<file path="src/rtl/gpe_hp_pkg.sv">
package gpe_hp_pkg;
  localparam int GPE_W      = 16;
  localparam int GPE_BYTES  = GPE_W / 8;
  localparam int HP_GPE_BIT = 1;   // status/enable bit owned by hot-plug

  typedef enum logic [1:0] {
    GPE_STS_LO = 2'd0,
    GPE_STS_HI = 2'd1,
    GPE_EN_LO  = 2'd2,
    GPE_EN_HI  = 2'd3
  } gpe_off_e;
endpackage

</file>
<file path="src/rtl/gpe_byte_regs.sv">
module gpe_byte_regs
  import gpe_hp_pkg::*;
(
  input  logic             clk_i,
  input  logic             rst_ni,
  input  logic             wr_i,
  input  logic [1:0]       addr_i,
  input  logic [7:0]       wdata_i,
  input  logic             hp_set_i,
  output logic [7:0]       rdata_o,
  output logic [GPE_W-1:0] en_o
);
  logic [GPE_W-1:0] sts_q, sts_d;
  logic [GPE_W-1:0] en_q, en_d;
  logic             sel_en;
  logic [0:0]       byte_idx;

  assign sel_en   = addr_i[1];
  assign byte_idx = addr_i[0];

  always_comb begin
    sts_d = sts_q;
    en_d  = en_q;
    if (wr_i) begin
      for (int b = 0; b < GPE_BYTES; b++) begin
        if (byte_idx == b[0]) begin
          if (sel_en) en_d[b*8 +: 8] = wdata_i;
          else        sts_d[b*8 +: 8] = sts_q[b*8 +: 8] & ~wdata_i;
        end
      end
    end
    // hardware set wins over a same-cycle software clear
    if (hp_set_i) sts_d[HP_GPE_BIT] = 1'b1;
  end

  always_ff @(posedge clk_i or negedge rst_ni) begin
    if (!rst_ni) begin
      sts_q <= '0;
      en_q  <= '0;
    end else begin
      sts_q <= sts_d;
      en_q  <= en_d;
    end
  end

  always_comb begin
    unique case (gpe_off_e'(addr_i))
      GPE_STS_LO: rdata_o = sts_q[7:0];
      GPE_STS_HI: rdata_o = sts_q[15:8];
      GPE_EN_LO:  rdata_o = en_q[7:0];
      default:    rdata_o = en_q[15:8];
    endcase
  end

  assign en_o = en_q;

  AST_HP_SET_STICKS: assert property (@(posedge clk_i) disable iff (!rst_ni)
    hp_set_i |=> sts_q[HP_GPE_BIT]) else $error("hp set lost");

  AST_EN_HOLD: assert property (@(posedge clk_i) disable iff (!rst_ni)
    !wr_i |=> $stable(en_q)) else $error("enable changed without write");
endmodule

</file>
<file path="src/rtl/hp_slot_maps.sv">
module hp_slot_maps #(
  parameter int SLOTS  = 32,
  localparam int SLOT_W = $clog2(SLOTS)
) (
  input  logic              clk_i,
  input  logic              rst_ni,
  input  logic              wr_i,
  input  logic              sel_i,
  input  logic [SLOTS-1:0]  wdata_i,
  input  logic              ev_i,
  input  logic              ev_insert_i,
  input  logic [SLOT_W-1:0] ev_slot_i,
  output logic [SLOTS-1:0]  rdata_o
);
  logic [SLOTS-1:0] ins_q, rem_q;
  logic [SLOTS-1:0] slot_mask;

  always_comb begin
    slot_mask = '0;
    slot_mask[ev_slot_i] = 1'b1;
  end

  always_ff @(posedge clk_i or negedge rst_ni) begin
    if (!rst_ni) begin
      ins_q <= '0;
      rem_q <= '0;
    end else if (ev_i) begin
      ins_q <= ev_insert_i ? slot_mask : '0;
      rem_q <= ev_insert_i ? '0 : slot_mask;
    end else if (wr_i) begin
      if (sel_i) rem_q <= wdata_i;
      else       ins_q <= wdata_i;
    end
  end

  assign rdata_o = sel_i ? rem_q : ins_q;

  AST_ONE_SLOT_AFTER_EVENT: assert property (@(posedge clk_i) disable iff (!rst_ni)
    ev_i |=> ($countones({ins_q, rem_q}) == 1)) else $error("event map");

  AST_MAP_HOLD: assert property (@(posedge clk_i) disable iff (!rst_ni)
    (!ev_i && !wr_i) |=> ($stable(ins_q) && $stable(rem_q))) else $error("map drift");
endmodule

</file>
<file path="src/rtl/eject_lsb_enc.sv">
module eject_lsb_enc #(
  parameter int SLOTS  = 32,
  localparam int SLOT_W = $clog2(SLOTS)
) (
  input  logic              clk_i,
  input  logic              rst_ni,
  input  logic              wr_i,
  input  logic [SLOTS-1:0]  wdata_i,
  output logic              valid_o,
  output logic [SLOT_W-1:0] slot_o
);
  logic [SLOT_W-1:0] lsb_idx;
  logic              any_set;

  assign any_set = |wdata_i;

  always_comb begin
    lsb_idx = '0;
    for (int i = SLOTS - 1; i >= 0; i--) begin
      if (wdata_i[i]) lsb_idx = i[SLOT_W-1:0];
    end
  end

  always_ff @(posedge clk_i or negedge rst_ni) begin
    if (!rst_ni) begin
      valid_o <= 1'b0;
      slot_o  <= '0;
    end else begin
      valid_o <= wr_i && any_set;
      if (wr_i && any_set) slot_o <= lsb_idx;
    end
  end

  AST_EJECT_CAUSE: assert property (@(posedge clk_i) disable iff (!rst_ni)
    (wr_i && wdata_i == '0) |=> !valid_o) else $error("eject on zero");

  AST_EJECT_BIT_SET: assert property (@(posedge clk_i) disable iff (!rst_ni)
    (wr_i && wdata_i != '0) |=> valid_o) else $error("eject missed");
endmodule

</file>
<file path="src/rtl/gpe_hotplug_unit.sv">
module gpe_hotplug_unit
  import gpe_hp_pkg::*;
#(
  parameter int SLOTS  = 32,
  localparam int SLOT_W = $clog2(SLOTS)
) (
  input  logic              clk_i,
  input  logic              rst_ni,
  input  logic              gpe_wr_i,
  input  logic [1:0]        gpe_addr_i,
  input  logic [7:0]        gpe_wdata_i,
  output logic [7:0]        gpe_rdata_o,
  input  logic              hp_wr_i,
  input  logic              hp_sel_i,
  input  logic [SLOTS-1:0]  hp_wdata_i,
  output logic [SLOTS-1:0]  hp_rdata_o,
  input  logic              ej_wr_i,
  input  logic [SLOTS-1:0]  ej_wdata_i,
  output logic [SLOTS-1:0]  ej_rdata_o,
  input  logic              ev_valid_i,
  input  logic              ev_insert_i,
  input  logic [SLOT_W-1:0] ev_slot_i,
  output logic              sci_o,
  output logic              ej_valid_o,
  output logic [SLOT_W-1:0] ej_slot_o
);
  logic [GPE_W-1:0] gpe_en;
  logic             sci_q;

  gpe_byte_regs u_gpe (
    .clk_i    (clk_i),
    .rst_ni   (rst_ni),
    .wr_i     (gpe_wr_i),
    .addr_i   (gpe_addr_i),
    .wdata_i  (gpe_wdata_i),
    .hp_set_i (ev_valid_i),
    .rdata_o  (gpe_rdata_o),
    .en_o     (gpe_en)
  );

  hp_slot_maps #(.SLOTS(SLOTS)) u_maps (
    .clk_i       (clk_i),
    .rst_ni      (rst_ni),
    .wr_i        (hp_wr_i),
    .sel_i       (hp_sel_i),
    .wdata_i     (hp_wdata_i),
    .ev_i        (ev_valid_i),
    .ev_insert_i (ev_insert_i),
    .ev_slot_i   (ev_slot_i),
    .rdata_o     (hp_rdata_o)
  );

  eject_lsb_enc #(.SLOTS(SLOTS)) u_eject (
    .clk_i   (clk_i),
    .rst_ni  (rst_ni),
    .wr_i    (ej_wr_i),
    .wdata_i (ej_wdata_i),
    .valid_o (ej_valid_o),
    .slot_o  (ej_slot_o)
  );

  always_ff @(posedge clk_i or negedge rst_ni) begin
    if (!rst_ni) sci_q <= 1'b0;
    else         sci_q <= ev_valid_i && gpe_en[HP_GPE_BIT];
  end

  assign sci_o      = sci_q;
  assign ej_rdata_o = '0;

  AST_SCI_FROM_EVENT: assert property (@(posedge clk_i) disable iff (!rst_ni)
    sci_o |-> $past(ev_valid_i)) else $error("sci without event");

  AST_SCI_MASKED: assert property (@(posedge clk_i) disable iff (!rst_ni)
    !gpe_en[HP_GPE_BIT] |=> !sci_o) else $error("sci while masked");
endmodule

</file>
<file path="config.mk">
export PLATFORM = sky130hd
export DESIGN_NAME = gpe_hotplug_unit
export DESIGN_NICKNAME = d
export VERILOG_FILES = /design/src/rtl/gpe_hp_pkg.sv /design/src/rtl/gpe_byte_regs.sv /design/src/rtl/hp_slot_maps.sv /design/src/rtl/eject_lsb_enc.sv /design/src/rtl/gpe_hotplug_unit.sv
export SDC_FILE = /design/constraint.sdc
export NUM_CORES = 1
export LEC_CHECK = 0
export ABC_AREA = 0
export CAP_MARGIN = 20
export CORE_MARGIN = 2
export CORE_UTILIZATION = 32
export CTS_CLUSTER_DIAMETER = 100
export DETAILED_ROUTE_END_ITERATION = 6
export DONT_BUFFER_PORTS = 1
export PLACE_DENSITY_LB_ADDON = 0.2
export SKIP_CTS_REPAIR_TIMING = 1
export SLEW_MARGIN = 10
export SYNTH_ARGS = -nofsm -noshare
export SYNTH_HDL_FRONTEND = slang
export SYNTH_SLANG_ARGS = --single-unit
</file>
<file path="constraint.sdc">
create_clock -name clk_i -period 1.69 [get_ports clk_i]
set_input_delay 0.338 -clock clk_i [delete_from_list [all_inputs] [get_ports clk_i]]
set_output_delay 0.338 -clock clk_i [all_outputs]
set_load 0.05 [all_outputs]
</file>
* Yosys cells after proc, flatten, opt, wreduce, memory -nomap -nowiden *
Index checks and enable logic that the tools add are counted.

word-level totals
  flip-flop bits (word level) = 103
  input port bits = 87
  output and inout port bits = 79

cells by class
  magnitude comparators = 2
  equality and inequality tests = 5
  muxes and demuxes = 48
  bitwise gates (word level) = 5
  reductions and logical operators = 15

operators by type and width
  kind                                                                   count
  32-bit two-way mux                                                     9
  5-bit two-way mux                                                      32
  32-bit OR reduction                                                    1
  8-bit case mux with 3 select lines                                     1
  8-bit bitwise AND                                                      2
  3-bit AND reduction                                                    5
  8-bit NOT                                                              1
  5-bit by 6-bit < comparator with 1-bit output, second input constant   1
  2-bit two-way mux                                                      3
  2-bit by 1-bit != test with 1-bit output, second input constant        3
  2-bit nonzero test                                                     3
  1-bit demux with 5-bit select                                          1
  5-bit by 1-bit >= comparator with 1-bit output, second input constant  1
  2-bit AND reduction                                                    2
  1-bit logical AND                                                      3
  2-bit by 1-bit == test with 1-bit output, second input constant        1
  2-bit == test, second input constant                                   1
  2-bit zero test                                                        1
  1-bit two-way mux                                                      2
  1-bit NOT                                                              2

* Depth between registers and ports, before layout *
  depth after elaboration = 32
  depth in mapped cells = 6

* Cells and area by module *
From an unflattened synthesis, not the netlist that was laid out.

unflattened totals
  cell total of the unflattened synthesis = 537
  area, all modules = 5699.2 um2

by module, submodules not included
  module            times used  cells an instance  area each (um2)  sequential area each (um2)
  hp_slot_maps      1           340                3474.6           1601.5
  gpe_byte_regs     1           81                 1367.6           800.8
  eject_lsb_enc     1           81                 581.8            150.1
  gpe_hotplug_unit  1           35                 275.3            25.0

* Least setup slack after synthesis *
OpenSTA, ideal clock, no wires.

  path type = input to register
  from = in ej_wdata_i[19]
  to = reg u_eject.slot_o[2]
  library setup time = 125 ps
  data arrival time = 1673 ps
  data required time = 1565 ps
  slack = -108 ps
  stages on the path = 5
  buffers on the path = 0
  cell sequence = or4_1 or2_1 o21ai_2 nand2_2 mux2_4

on the way
  longest elaborated chain between the ends = 20

RTL lines
  item                              line                    source
  from (decl)                       gpe_hotplug_unit.sv:18  input logic [SLOTS-1:0] ej_wdata_i,
  5-bit two-way mux (20 in series)  eject_lsb_enc.sv:20     if (wdata_i[i]) lsb_idx = i[SLOT_W-1:0];
  to (signal assigned)              eject_lsb_enc.sv:30     if (wr_i && any_set) slot_o <= lsb_idx;
  to (decl)                         eject_lsb_enc.sv:10     output logic [SLOT_W-1:0] slot_o

Parallel ways exist; a longest one is shown, timed or not.
A chain may end at the register's enable or synchronous reset.

* Worst setup path in the final report *
  from = reg u_gpe.en_q[1], in the netlist u_gpe.en_o[1]
  to = out gpe_rdata_o[1]

on the way
  longest elaborated chain between the ends = 1

RTL lines
  item                                line                    source
  from (decl)                         gpe_byte_regs.sv:14     logic [GPE_W-1:0] en_q, en_d;
  from (signal assigned)              gpe_byte_regs.sv:42     en_q <= en_d;
  8-bit case mux with 3 select lines  gpe_byte_regs.sv:47     unique case (gpe_off_e'(addr_i))
  to (decl)                           gpe_hotplug_unit.sv:12  output logic [7:0] gpe_rdata_o,

No other way between the ends.

==> run_summary.xml <==
<?xml version="1.0" encoding="UTF-8"?>
<metrics>
  <group name="placed_design">
    <metric name="io_buffers" unit="">0</metric>
    <metric name="detailed_place_hpwl" unit="um">9970</metric>
    <metric name="finalWeightedCongestion" unit="">0.780</metric>
    <metric name="dpl_cell_area" unit="um^2">5710</metric>
    <metric name="dpl.cell_count" unit="">777</metric>
  </group>
  <group name="clocking">
    <metric name="tritoncts" unit="">yes</metric>
    <metric name="root_buffer" unit="">sky130_fd_sc_hd__clkbuf_16</metric>
    <metric name="worst_skew_pair.late_latency" unit="ns">0.34</metric>
    <metric name="tritoncts_num_sinks" unit="">103</metric>
    <metric name="cts.clk_slew.worst_paths" unit="ns">0.07</metric>
    <metric name="number_of_cts_inserted_buffers" unit="">9</metric>
    <metric name="clk_path_buf_depth" unit="">2</metric>
    <metric name="cts_htree_levels" unit="">3</metric>
  </group>
  <group name="worst_setup_path">
    <metric name="crit_path_max_fanout" unit="">3</metric>
    <metric name="worst_ep_required_time" unit="ns">1.35</metric>
    <metric name="cp_data_arrival_time" unit="ns">1.39</metric>
    <metric name="r2r_setup_slack" unit="ns">0.66</metric>
    <metric name="crit_start" unit="">u_gpe.en_o[1]</metric>
    <metric name="count_of_buffering_cells_on_the_critical_path_with_inverters_included" unit="">0</metric>
    <metric name="timing.setup.critical_path_class" unit="">flop to output pin</metric>
    <metric name="element_type_at_the_critical_path_end" unit="">output pin</metric>
    <metric name="path_cells" unit="">mux4_2</metric>
    <metric name="critical_path.reg2reg.startpoint" unit="">u_eject.slot_o[2]</metric>
    <metric name="setup.worst_path.start_class" unit="">flop</metric>
    <metric name="critical-path-top-delay-family" unit="">multiplexers</metric>
    <metric name="slowest_stage" unit="">sky130_fd_sc_hd__mux4_2</metric>
    <metric name="critical-path-max-stage-delay" unit="ns">0.64</metric>
  </group>
  <group name="floorplan">
    <metric name="die-width" unit="um">135</metric>
    <metric name="initial_util" unit="">0.328</metric>
    <metric name="ios" unit="">166</metric>
    <metric name="fp.dieH" unit="um">135</metric>
    <metric name="die_area" unit="um^2">18100</metric>
    <metric name="core-area" unit="um^2">16600</metric>
    <metric name="fp-row-count" unit="">47</metric>
  </group>
  <group name="yosys">
    <metric name="async_reset_ff_frac" unit="">1.00</metric>
    <metric name="synthTopCellsByArea" unit="">sky130_fd_sc_hd__dfrtp_1 (47%), sky130_fd_sc_hd__mux2_2 (9.9%), sky130_fd_sc_hd__a21oi_1 (6.8%), sky130_fd_sc_hd__o21ai_0 (6.4%), sky130_fd_sc_hd__nand2_1 (4.9%)</metric>
    <metric name="synthMuxAreaShare" unit="">0.135</metric>
    <metric name="synth.lib_cells_used.distinct" unit="">44</metric>
    <metric name="synth_edf_count" unit="">0</metric>
    <metric name="post_synth_most_frequent_cells" unit="">sky130_fd_sc_hd__dfrtp_1 (103), sky130_fd_sc_hd__a21oi_1 (74), sky130_fd_sc_hd__nand2_1 (72), sky130_fd_sc_hd__o21ai_0 (70), sky130_fd_sc_hd__mux2_2 (48)</metric>
    <metric name="post-synth-top-area-cell" unit="">sky130_fd_sc_hd__dfrtp_1</metric>
    <metric name="ys.flop_type" unit="">sky130_fd_sc_hd__dfrtp_1</metric>
    <metric name="avgSynthCellArea" unit="um^2">9.65</metric>
    <metric name="area_fraction_in_and_or_nand_and_nor_cells_after_synthesis" unit="">0.144</metric>
    <metric name="synth.top_cell.area_share" unit="">0.472</metric>
    <metric name="yosys.cell_count.top_type" unit="">sky130_fd_sc_hd__dfrtp_1</metric>
    <metric name="syn-instance-count" unit="">566</metric>
    <metric name="yosys_warnings" unit="">0</metric>
    <metric name="synth_top_family_by_area" unit="">compound AO/OA/AOI/OAI gates</metric>
    <metric name="post_synthesis_compound_gate_area_fraction" unit="">0.178</metric>
    <metric name="ys_seq_elements" unit="">103</metric>
    <metric name="synth-seq-area-share" unit="">0.472</metric>
    <metric name="synthesis.area" unit="um^2">5460</metric>
    <metric name="yosys.area_share.xor_xnor" unit="">0</metric>
    <metric name="synthAdderAreaFrac" unit="">0</metric>
  </group>
  <group name="detailed_routing">
    <metric name="via_per_inst" unit="">5.27</metric>
    <metric name="num_vias" unit="">4181</metric>
    <metric name="route.final.wire_length" unit="um">14700</metric>
    <metric name="routedWlPerCell" unit="um">18.6</metric>
    <metric name="drt_iter0_drc" unit="">266</metric>
    <metric name="drc_errors" unit="">0</metric>
    <metric name="first_pass_iters" unit="">4</metric>
    <metric name="route.antenna.remaining_nets" unit="">0</metric>
  </group>
  <group name="cells_and_area">
    <metric name="finish.cell_count_without_fillers" unit="">793</metric>
    <metric name="fillers" unit="">1670</metric>
    <metric name="layout-drive-gt1-share" unit="">0.175</metric>
    <metric name="final_standard_cell_area_without_fillers" unit="um^2">6020</metric>
    <metric name="final_net_count" unit="">656</metric>
    <metric name="layout.area.seq" unit="um^2">2580</metric>
    <metric name="layout-area-overhead-vs-synth" unit="%">10.3</metric>
    <metric name="multi_input_comb_area" unit="um^2">2640</metric>
  </group>
  <group name="global_route">
    <metric name="grt_most_used_layer" unit="">met2</metric>
    <metric name="use_met1" unit="">0.194</metric>
    <metric name="use_met2" unit="">0.269</metric>
    <metric name="grt_start_max_net_pins" unit="">104</metric>
    <metric name="grt_first_pass_wirelength" unit="um">22800</metric>
    <metric name="first_global_vias" unit="">4320</metric>
    <metric name="gr-total-overflow" unit="">0</metric>
    <metric name="grt_util_all_layers" unit="">0.163</metric>
    <metric name="gr-usage-met3" unit="">0.0511</metric>
    <metric name="antenna_violations_before_repair" unit="">2</metric>
  </group>
  <group name="timing">
    <metric name="max_freq" unit="MHz">579</metric>
    <metric name="fraction_of_the_cycle_the_final_worst_path_needs" unit="">1.02</metric>
    <metric name="fin_skew" unit="ns">0.000115</metric>
    <metric name="rsz0062_at_grt" unit="">yes</metric>
    <metric name="setup_slack" unit="ns">-0.0371</metric>
    <metric name="minimum_clock_period" unit="ns">1.73</metric>
    <metric name="actual_transition_at_the_worst_max_transition_pin" unit="ns">0.511</metric>
    <metric name="timing.final.hold_violations" unit="">103</metric>
    <metric name="final_hold_slack" unit="ns">-0.320</metric>
    <metric name="setup_viol" unit="">7</metric>
    <metric name="finalMaxSlewViolations" unit="">0</metric>
    <metric name="worst_rel_slew_slack" unit="">0.659</metric>
  </group>
  <group name="power_and_ir_drop">
    <metric name="power.static_leakage" unit="uW">0.00252</metric>
    <metric name="pwr_per_cell_area" unit="nW/um^2">1030</metric>
    <metric name="max-vdd-ir-drop" unit="mV">0.448</metric>
    <metric name="power.switching_fraction" unit="">0.306</metric>
    <metric name="comb_power_share" unit="">0.191</metric>
    <metric name="total_switching_power" unit="uW">1890</metric>
    <metric name="cellInternalPower" unit="uW">4290</metric>
    <metric name="seqPwrFrac" unit="">0.459</metric>
    <metric name="clock_power_share" unit="">0.351</metric>
  </group>
  <group name="run_status">
    <metric name="outcome" unit="">finished with violations</metric>
    <metric name="failed_checks" unit="">hold timing, setup timing</metric>
  </group>
  <group name="run">
    <metric name="drv.max_cap_violation_count" unit="">0</metric>
  </group>
  <group name="min_path">
    <metric name="worst_hold_path_type" unit="">primary input to async pin</metric>
  </group>
</metrics>
## layout by cell type, fill, tap and decap left out, types with 6 or more instances in the layout
cell | netlist | final
sky130_fd_sc_hd__nor3b_1 | 6 | 6
sky130_fd_sc_hd__a21oi_1 | 74 | 72
sky130_fd_sc_hd__dfrtp_1 | 103 | 103
sky130_fd_sc_hd__buf_4 | 32 | 20
sky130_fd_sc_hd__clkbuf_16 | 0 | 9
sky130_fd_sc_hd__mux2_2 | 48 | 48
sky130_fd_sc_hd__nor2b_1 | 33 | 33
sky130_fd_sc_hd__o21ai_0 | 70 | 70
sky130_fd_sc_hd__mux4_2 | 8 | 8
sky130_fd_sc_hd__nand2_1 | 72 | 72
sky130_fd_sc_hd__a21boi_0 | 16 | 16
sky130_fd_sc_hd__inv_1 | 9 | 9
sky130_fd_sc_hd__conb_1 | 1 | 32
sky130_fd_sc_hd__nor2_1 | 19 | 19
sky130_fd_sc_hd__nor3_1 | 6 | 6
## worst paths after layout
kind | endpoint | depth (start not counted)
max | gpe_rdata_o[1] | 1
min | u_maps.rem_q[25] | 0
max reg2reg | u_eject.slot_o[2] | 1
min reg2reg | u_maps.ins_q[14] | 2
max in group asynchronous | u_gpe.en_o[13] | 0
min in group clk_i | u_eject.slot_o[3] | 1
## per-stage QoR
stage | total power, uW | worst slack, ns | TNS [ns] | hold slack, ns | util
after detailed placement | 4060 | -0.136 | -0.200 | 0.0465 | 0.343
after floorplan | 3970 | -0.0780 | -0.0780 | 0.0424 | -
final | 6180 | -0.0371 | -0.0759 | -0.320 | 0.362
after global routing | 6430 | -0.0660 | -0.306 | -0.335 | 0.362
after CTS | 6260 | -0.0538 | -0.225 | -0.332 | 0.361
after global placement | 4030 | -0.133 | -0.174 | 0.0453 | 0.343
## metal layers
metal,up-vias,routed length [um]
met5,-,13
met4,2,408
met3,24,1320
met2,180,7060
met1,2031,5930
li1,1944,-
## state kept, by name, indices dropped and copies added, names as in the netlist
| signal | cells |
|---|---|
| u_maps.ins_q | 32 |
| u_maps.rem_q | 32 |
| u_gpe.en_o | 16 |
| u_gpe.sts_q | 16 |
| u_eject.slot_o | 5 |
| sci_o | 1 |
| u_eject.valid_o | 1 |
## area by class of cell
| class | count | area share |
|---|---|---|
| inverters | 9 | 0.00561 |
| flip-flops and latches | 103 | 0.428 |
| repair buffers | 22 | 0.0316 |
| diodes | 1 | 0.000415 |
| clock buffers | 10 | 0.0380 |
| well taps | 220 | 0.0457 |
| clock inverters | 4 | 0.0120 |
| multi-input cells | 424 | 0.439 |
## power by group through the flow
stage               logic, uW  clock network [uW]  registers [uW]
floorplan                1120                   0            2850
global placement         1160                   0            2870
detailed placement       1180                   0            2880
CTS                      1180                2240            2830
global route             1250                2320            2860
finish                   1180                2170            2830
## logic make-up (layout without fill, tap and decap cells)
logic type | Yosys count | after routing
flops | 103 | 103
simple gates | 158 | 158
buf+inv | 70 | 45
other cells | 1 | 33
compound gates | 177 | 177
mux | 57 | 57
(Power assumes the default switching activity.)
